$ cat src/rtl/sgi_router_pkg.sv
// Package: shared widths, field positions, codes and the decoded request
// record of the software interrupt router.
// Assumes at most 16 CPUs, so a 4-bit CPU index is always enough.
package sgi_router_pkg;

    localparam int CPU_IDX_W = 4;
    localparam int MAX_CPU   = 16;
    localparam int AFF_W     = 32;
    localparam int KEY_W     = 24;
    localparam int TLIST_W   = 16;
    localparam int INTID_W   = 4;
    localparam int WDATA_W   = 64;

    // bit positions inside the written value
    localparam int TLIST_LSB = 0;
    localparam int AFF1_LSB  = 16;
    localparam int INTID_LSB = 24;
    localparam int AFF2_LSB  = 32;
    localparam int BCAST_BIT = 40;
    localparam int AFF3_LSB  = 48;

    typedef enum logic [1:0] {
        GRP_ZERO   = 2'd0,
        GRP_SEC1   = 2'd1,
        GRP_NSEC1  = 2'd2
    } sgi_grp_e;

    typedef enum logic [1:0] {
        SEL_GRP0   = 2'd0,
        SEL_GRP1   = 2'd1,
        SEL_ALT1   = 2'd2,
        SEL_RSVD   = 2'd3
    } sgi_sel_e;

    typedef struct packed {
        logic [KEY_W-1:0]     key;
        logic [TLIST_W-1:0]   tlist;
        logic [INTID_W-1:0]   intid;
        logic                 bcast;
        sgi_grp_e             grp;
        logic                 ns;
        logic [CPU_IDX_W-1:0] src_cpu;
    } sgi_req_t;

    // group from register select, writer state and the override
    function automatic sgi_grp_e resolve_group(input sgi_sel_e sel,
                                               input logic secure,
                                               input logic sec_dis);
        sgi_grp_e g;
        case (sel)
            SEL_GRP1: g = secure ? GRP_SEC1  : GRP_NSEC1;
            SEL_ALT1: g = secure ? GRP_NSEC1 : GRP_SEC1;
            default:  g = GRP_ZERO;
        endcase
        if (sec_dis && (g == GRP_SEC1)) begin
            g = GRP_ZERO;
        end
        return g;
    endfunction

endpackage

$ cat src/rtl/sgi_decode.sv
// Module: sgi_decode
// Splits a written value into a request record and resolves its group.
// Purely combinational; assumes the inputs are stable for the cycle in
// which the write is presented.
module sgi_decode
    import sgi_router_pkg::*;
(
    input  logic [WDATA_W-1:0]   wr_data,
    input  logic [1:0]           wr_sel,
    input  logic                 wr_secure,
    input  logic [CPU_IDX_W-1:0] wr_cpu,
    input  logic                 sec_disable,
    output sgi_req_t             req,
    output logic                 sel_ok
);

    sgi_sel_e sel;

    // map the raw select code onto the select enum
    always_comb begin
        sel = sgi_sel_e'(wr_sel);
    end

    // pull fields out of the written value and fill the record
    always_comb begin
        req.key     = {wr_data[AFF3_LSB +: 8], wr_data[AFF2_LSB +: 8],
                       wr_data[AFF1_LSB +: 8]};
        req.tlist   = wr_data[TLIST_LSB +: TLIST_W];
        req.intid   = wr_data[INTID_LSB +: INTID_W];
        req.bcast   = wr_data[BCAST_BIT];
        req.grp     = resolve_group(sel, wr_secure, sec_disable);
        req.ns      = ~wr_secure;
        req.src_cpu = wr_cpu;
    end

    // only the three defined selects start a walk
    always_comb begin
        sel_ok = (sel != SEL_RSVD);
    end

endmodule

$ cat src/rtl/sgi_target_match.sv
// Module: sgi_target_match
// Decides for every CPU at once whether the held request targets it.
// Combinational; assumes cpu_aff is static while a walk is running.
// Output is padded to MAX_CPU bits so any 4-bit index selects safely.
module sgi_target_match
    import sgi_router_pkg::*;
#(
    parameter int NUM_CPU = 4
)(
    input  sgi_req_t                   req,
    input  logic [NUM_CPU*AFF_W-1:0]   cpu_aff,
    output logic [MAX_CPU-1:0]         hit
);

    logic [NUM_CPU-1:0] hit_n;

    for (genvar i = 0; i < NUM_CPU; i++) begin : g_cpu
        logic [AFF_W-1:0] aff;
        logic             tgt_hit;
        logic             bc_hit;

        // pick this CPU's affinity word
        always_comb begin
            aff = cpu_aff[i*AFF_W +: AFF_W];
        end

        // targeted mode: key match, level 0 in range, bitmap bit set
        always_comb begin
            tgt_hit = (aff[AFF_W-1:8] == req.key) &&
                      (aff[7:0] < 8'(TLIST_W)) &&
                      req.tlist[aff[3:0]];
        end

        // broadcast mode: everyone but the writer
        always_comb begin
            bc_hit = (CPU_IDX_W'(i) != req.src_cpu);
        end

        // choose by routing mode
        always_comb begin
            hit_n[i] = req.bcast ? bc_hit : tgt_hit;
        end
    end

    // pad to the full index range
    always_comb begin
        hit = '0;
        hit[NUM_CPU-1:0] = hit_n;
    end

endmodule

$ cat src/rtl/sgi_scan_ctrl.sv
// Module: sgi_scan_ctrl
// Holds the taken request and steps a CPU index from 0 to NUM_CPU-1,
// one per cycle, then raises done for one cycle.
// Assumes start is only raised while busy is low.
module sgi_scan_ctrl
    import sgi_router_pkg::*;
#(
    parameter int NUM_CPU = 4
)(
    input  logic                 clk,
    input  logic                 rst_n,
    input  logic                 start,
    input  sgi_req_t             req_in,
    output sgi_req_t             req_q,
    output logic [CPU_IDX_W-1:0] idx,
    output logic                 busy,
    output logic                 done
);

    localparam logic [CPU_IDX_W-1:0] LAST_IDX = CPU_IDX_W'(NUM_CPU - 1);

    // capture a request, walk the index, flag completion
    always_ff @(posedge clk) begin
        if (!rst_n) begin
            req_q <= '0;
            idx   <= '0;
            busy  <= 1'b0;
            done  <= 1'b0;
        end else begin
            done <= 1'b0;
            if (start) begin
                req_q <= req_in;
                idx   <= '0;
                busy  <= 1'b1;
            end else if (busy) begin
                if (idx == LAST_IDX) begin
                    idx  <= '0;
                    busy <= 1'b0;
                    done <= 1'b1;
                end else begin
                    idx <= idx + 1'b1;
                end
            end
        end
    end

endmodule

$ cat src/rtl/sgi_router.sv
// Module: sgi_router (top)
// Takes a software interrupt generation write while idle, then examines
// one CPU per cycle in ascending order and strobes a delivery for each
// targeted CPU. Assumes 1 <= NUM_CPU <= 16 and a static cpu_aff table.
module sgi_router
    import sgi_router_pkg::*;
#(
    parameter int NUM_CPU = 4
)(
    input  logic                       clk,
    input  logic                       rst_n,
    input  logic                       wr_valid,
    input  logic [1:0]                 wr_sel,
    input  logic [WDATA_W-1:0]         wr_data,
    input  logic                       wr_secure,
    input  logic [CPU_IDX_W-1:0]       wr_cpu,
    input  logic                       sec_disable,
    input  logic [NUM_CPU*AFF_W-1:0]   cpu_aff,
    output logic                       busy,
    output logic                       done,
    output logic                       dlv_valid,
    output logic [CPU_IDX_W-1:0]       dlv_cpu,
    output logic [1:0]                 dlv_group,
    output logic [INTID_W-1:0]         dlv_intid,
    output logic                       dlv_ns
);

    sgi_req_t             req_new;
    sgi_req_t             req_q;
    logic                 sel_ok;
    logic                 start;
    logic [CPU_IDX_W-1:0] idx;
    logic [MAX_CPU-1:0]   hit;

    sgi_decode u_decode (
        .wr_data     (wr_data),
        .wr_sel      (wr_sel),
        .wr_secure   (wr_secure),
        .wr_cpu      (wr_cpu),
        .sec_disable (sec_disable),
        .req         (req_new),
        .sel_ok      (sel_ok)
    );

    // a write is taken only when idle and the select is defined
    always_comb begin
        start = wr_valid && !busy && sel_ok;
    end

    sgi_scan_ctrl #(.NUM_CPU(NUM_CPU)) u_scan (
        .clk    (clk),
        .rst_n  (rst_n),
        .start  (start),
        .req_in (req_new),
        .req_q  (req_q),
        .idx    (idx),
        .busy   (busy),
        .done   (done)
    );

    sgi_target_match #(.NUM_CPU(NUM_CPU)) u_match (
        .req     (req_q),
        .cpu_aff (cpu_aff),
        .hit     (hit)
    );

    // present the examined CPU and its delivery fields
    always_comb begin
        dlv_valid = busy && hit[idx];
        dlv_cpu   = idx;
        dlv_group = req_q.grp;
        dlv_intid = req_q.intid;
        dlv_ns    = req_q.ns;
    end

endmodule

$ cat config.mk
export PLATFORM = sky130hd
export DESIGN_NAME = sgi_router
export DESIGN_NICKNAME = d
export VERILOG_FILES = /design/src/rtl/sgi_router_pkg.sv /design/src/rtl/sgi_decode.sv /design/src/rtl/sgi_target_match.sv /design/src/rtl/sgi_scan_ctrl.sv /design/src/rtl/sgi_router.sv
export SDC_FILE = /design/constraint.sdc
export NUM_CORES = 1
export LEC_CHECK = 0
export ABC_CLOCK_PERIOD_IN_PS = 2900
export CAP_MARGIN = 20
export CORE_MARGIN = 4
export CORE_UTILIZATION = 42
export DETAILED_ROUTE_END_ITERATION = 7
export PLACE_DENSITY = 0.86
export SETUP_SLACK_MARGIN = 0.4
export SLEW_MARGIN = 20
export SYNTH_ARGS = -nofsm -noshare
export SYNTH_HDL_FRONTEND = slang
export SYNTH_HIERARCHICAL = 1
export SYNTH_SLANG_ARGS = --single-unit
$ cat constraint.sdc
create_clock -name clk -period 2.9 [get_ports clk]
set_clock_uncertainty 0.2 [all_clocks]
set_input_delay 0.435 -clock clk [delete_from_list [all_inputs] [get_ports clk]]
set_output_delay 0.435 -clock clk [all_outputs]
set_load 0.01 [all_outputs]
**Word-level counts from Yosys, hierarchy flattened**

Cells that the tools add are included.

- Bits in registers: 58
- Bits of input ports: 203
- Word-level logic and storage cells: 74

- Reductions and logical operators: 16
- Bitwise operators: 3
- Equal/unequal tests: 12
- $lt $le $gt $ge: 9
- Muxes and demuxes: 23
- $add $sub $neg: 1

Operator list:

| cell | count |
|---|---|
| $eq 24x24->1 | 4 |
| $lt 8x5->1 const B | 4 |
| $lt 4x5->1 const B | 5 |
| $bmux 1 s4 | 5 |
| $mux 1 | 13 |
| $logic_and 1x1->1 | 12 |
| $ne 2x4->1 const A | 2 |
| $mux 2 | 3 |
| $add 4x1->4 const B | 1 |
| $eq 2x1->1 const B | 2 |
| $eq 4x2->1 const B | 1 |
| $mux 4 | 1 |
| $ne 1x4->1 const A | 1 |
| $pmux 2 s2 | 1 |
| $reduce_bool 4->1 | 1 |
| $not 1->1 | 3 |
| $reduce_or 3->1 | 1 |
| $eq 2x2->1 const B | 1 |
| $ne 2x2->1 const B | 1 |
| $reduce_or 2->1 | 1 |
| $logic_not 1->1 | 1 |

**Logic depth before layout (Yosys ltp)**

- Depth in word-level cells: 7
- Depth in mapped cells: 9
- Mapped depth without buffers: 8

**Hierarchy**

Netlist, hierarchy kept.

By module, submodules not included:

| module | sequential area each (µm²) | area each (µm²) | cells each | times used |
|---|---|---|---|---|
| sgi_scan_ctrl | 1161.1 | 2223.4 | 195 | 1 |
| sgi_target_match | 0.0 | 1773.0 | 190 | 1 |
| sgi_decode | 0.0 | 411.6 | 56 | 1 |
| sgi_router | 0.0 | 163.9 | 19 | 1 |

**Worst setup path before layout**

No wires, ideal clock.

- Path kind: input-to-output
- Start: input cpu_aff[32]
- End: output dlv_valid
- Data required time: 2265 ps
- Slack: 239 ps
- Stages: 7
- Arrival time: 2026 ps
- Cells stage by stage: mux4_2 -> mux2i_1 -> mux2i_1 -> a32o_1 -> mux4_2 -> o211ai_2 -> o22ai_1

- Cells in the longest elaborated chain, start to end: 7
- Elaborated cells between the ends (all ways): 9
- Classes of those cells: order compare (1); mux (5); reduce/logical (3)

RTL lines:

| item | RTL line | RTL |
|---|---|---|
| from (decl) | sgi_router.sv:18 | `input logic [NUM_CPU*AFF_W-1:0] cpu_aff,` |
| $lt 8x5->1 or $bmux 1 s4 (tied branches) | sgi_target_match.sv:30, sgi_target_match.sv:31 |  |
| $logic_and 1x1->1 or $mux 1 (tied branches) | sgi_target_match.sv:29, sgi_target_match.sv:31 |  |
| $logic_and 1x1->1 * | sgi_target_match.sv:30 | `(aff[7:0] < 8'(TLIST_W)) &&` |
| $mux 1 * | sgi_target_match.sv:41 | `hit_n[i] = req.bcast ? bc_hit : tgt_hit;` |
| named net hit[1] | sgi_router.sv:33 | `logic [MAX_CPU-1:0] hit;` |
| $bmux 1 s4 * | sgi_router.sv:69 | `dlv_valid = busy && hit[idx];` |
| $mux 1 (not written as such) * | sgi_router.sv:69 |  |
| $logic_and 1x1->1 * | sgi_router.sv:69 |  |
| to (decl) | sgi_router.sv:21 | `output logic dlv_valid,` |

The timed path passes the listed nets; every way through them passes the cells marked *. The select of a mux whose other input is x is not followed.

**Final worst setup path**

- Start: input cpu_aff[88]
- End: output dlv_valid

- Cells in the longest elaborated chain, start to end: 7

RTL lines:

| item | RTL line | RTL |
|---|---|---|
| $eq 24x24->1 | sgi_target_match.sv:29 | `tgt_hit = (aff[AFF_W-1:8] == req.key) &&` |
| $logic_and 1x1->1 | sgi_target_match.sv:29 |  |
| $logic_and 1x1->1 | sgi_target_match.sv:30 |  |
| $mux 1 | sgi_target_match.sv:41 |  |
| named net hit[2] | sgi_router.sv:33 |  |
| $bmux 1 s4 | sgi_router.sv:69 |  |
| $mux 1 (not written as such) | sgi_router.sv:69 |  |
| $logic_and 1x1->1 | sgi_router.sv:69 |  |

The timed path passes the listed nets, and every way through them passes these cells. The select of a mux whose other input is x is not followed.

==> flow_metrics.tcl <==
set metrics [dict create \
    startpoint_type "primary input" \
    netlist_top_cells_count "68 x mux2i_1, 63 x buf_4, 58 x dfxtp_1, 53 x nor2b_1" \
    worst_slack_ns -0.239 \
    wl_mm 15.4 \
    synth_top_area_frac 0.254 \
    gp_congestion 0.968 \
    cp_cell_sequence "clkdlybuf4s50_1 -> xor2_1 -> nor4_1 -> buf_4 -> nand4_1 -> o31ai_2 -> mux2i_1 -> nand2_1 -> o211ai_2 -> o22ai_2 -> buf_2" \
    arrival_ns 2.50 \
    dp_hpwl_mm 12.8 \
    fin_crit_sh 1.08 \
    first_pass_iters 4 \
    clk_latency_ns 0.32 \
    hold_path_class "flop to flop" \
    path_max_fanout 1 \
    synth-compound-area-share 0.0271 \
    viasPerCell 5.08 \
    maxCapViolCount 0 \
    cts_made_buffers 9 \
    tightest_slew_ns 0.501 \
    min_from "u_scan/req_q[6]" \
    synth-main-ff-cell "dfxtp_1" \
    p_per_area_nw_per_um2 344 \
    maxSlewViolCount 0 \
    ff2ff_setup_slack_ns 1.12 \
    io_pins 217 \
    clock-root-buffer "clkbuf_8" \
    h-tree-depth 3 \
    synth_area_leaders "dfxtp_1 25%, mux2i_1 15%, buf_4 10%" \
    port_buffers 197 \
    placedInstanceArea_um2 6750 \
    crit_family "buffers and inverters" \
    core-area_um2 10500 \
    antenna_left 0 \
    grt-ovfl-total 0 \
    instances_no_fill 806 \
    post_cts_buffers 0 \
    core.rowCount 37 \
    synth_xor_area_frac 0.184 \
    slowest_stage "clkdlybuf4s50_1" \
    final_cell_area_um2 7010 \
    wl_per_cell_um 19.2 \
    grt_pass1_vias 4378 \
    clock_sink_count 58 \
    holdPathStages 2 \
    synthSimpleGateAreaFrac 0.162 \
    drive_gt1_frac 0.184 \
    setup_viol 1 \
    grtUsageTotal 0.240 \
    synth_area_um2 4570 \
    holdBufCountCts 0 \
    synth.avg_cell_area_um2 9.94 \
    rsz0062_at_grt "true" \
    start_util 0.437 \
    fmax_mhz 319 \
    grt_pass1_wl_mm 23.7 \
    ys_seq_area_frac 0.254 \
    synth-seq-cells 58 \
    syn_inst 460 \
    path_clk_slew_ns 0.06 \
    antenna_cells 0 \
    worstHoldEndpoint "u_scan/req_q[6]" \
    syn_to_final_growth_pct 53.2 \
    synth_top_family_by_area "multiplexers" \
    dieWidth_um 112 \
    synthMuxAreaShare 0.249 \
    status "finished with violations" \
    ys_warn_count 6 \
    ys_async_sr_fraction 0 \
    synth_edf_count 0 \
    worst-path-buf-inv 3 \
    synth_most_common_cell "mux2i_1" \
    cts_max_path_buffers 2 \
    ys_types 40 \
    synthAdderAreaFrac 0.00274 \
    grt_max_degree 35 \
    r2r_cells 4 \
    dieArea_um2 12600 \
    violations "setup timing" \
    die_h_um 112 \
    post-route-min-period_ns 3.14 \
    critPathKind "primary input to primary output" \
    vias 4095 \
    drt_iter0_markers 136 \
    hold_viol 0 \
    irDropWorstVdd_mv 0.289 \
    dp_cells 792 \
    synth_top_cell_by_area "dfxtp_1" \
    r2r_end "u_scan/idx[3]" \
    maxSlewHeadroom 0.662 \
    reg2reg_from "u_scan/busy" \
    num-nets-final 871 \
    cts_tree "built" \
    worstSetupEndpointType "primary output" \
    max_stage_delay_ns 0.41 \
    drc 0 \
    cp_data_required_time_ns 2.27 \
    antenna_found_initial 0 \
    power.leakage_nw 2.82 \
    finalSetupTns_ns -0.239 \
]
[cell type report]
cell class | instances | area (um2)
Clock buffer | 12 | 165
Clock inverter | 2 | 12.5
Fill cell | 837 | 3460
Inverter | 1 | 3.75
Multi-Input combinational cell | 335 | 3000
Sequential cell | 58 | 1170
Tap cell | 136 | 170
Timing Repair Buffer | 262 | 2480
[stage by stage]
stage	hold slack [ns]	power (mW)	setup WS, ns	util
after floorplan	0.281	1.32	0.251	-
after global placement	0.296	1.71	-0.980	0.645
after detailed placement	0.306	1.73	-1.03	0.645
after CTS	0.326	2.43	-0.280	0.668
after global routing	0.344	2.53	-0.328	0.670
final	0.320	2.41	-0.239	0.670
[how the worst max path moves through the flow]
stage | start | endpoint | cells after the start
CTS | u_scan/req_q[27] | dlv_valid | 8
floorplan | cpu_aff[32] | dlv_valid | 7
detailed placement | cpu_aff[32] | dlv_valid | 9
global route | u_scan/req_q[27] | dlv_valid | 8
global placement | cpu_aff[32] | dlv_valid | 9
finish | cpu_aff[88] | dlv_valid | 11
[tightest hold or removal path, delay by kind of cell, from the launching register on]
kind / cells / cell delay (ns)
simple gates: 1 / 0.10
flops: 1 / 0.33
mux: 1 / 0.06
[cell families (layout without fill, tap and decap cells)]
kind of cell,Yosys count,in the layout
AND/OR/NAND/NOR,123,123
XOR/XNOR,96,96
multiplexers,88,88
buffers and inverters,78,277
flip-flops,58,58
AO/OA/AOI/OAI,15,15
adder cells (fa/ha/maj),1,1
other,1,12
[metal layers]
metal / vias to the layer above / GRT usage / share of wire
met4: 0 / 0.0849 / 0.036
met2: 175 / 0.405 / 0.48
met5: - / 0 / 0
met3: 34 / 0.0690 / 0.077
met1: 1924 / 0.291 / 0.41
li1: 1962 / - / -
[placed cells by master, fill, tap and decap left out, types with 4 or more instances in the layout]
master and count:
dlygate4sd2_1 13, mux4_1 7, dlymetal6s2s_1 5, nand3_1 4, conb_1 12, nor4_1 7
nor2_1 6, dfxtp_1 48, nand2_1 10, nor4_2 5, mux4_2 11, dfxtp_2 10
xnor2_1 47, nand2b_1 4, nor2b_1 53, clkdlybuf4s50_1 176, buf_4 62, nand4_1 15
xor2_1 47, clkbuf_8 12, mux2i_1 68
[power breakdown]
| part | internal [mW] | switching, mW | leakage [nW] |
|---|---|---|---|
| combinational | 0.516 | 0.290 | 2.25 |
| clock | 0.369 | 0.312 | 0.0903 |
| sequential | 0.849 | 0.0727 | 0.479 |
[repair_timing]
item / CTS / global route
endpoints found under the setup margin: 1 / 1
pin swaps: 13 / 8
resized for setup: 45 / 10
[state kept, by name, indices dropped and copies added, names as in the netlist]
name and flops:
u_scan/busy 1, u_scan/done 1, u_scan/idx 4, u_scan/req_q 52
Note: power is estimated with default switching activity, not from simulation.
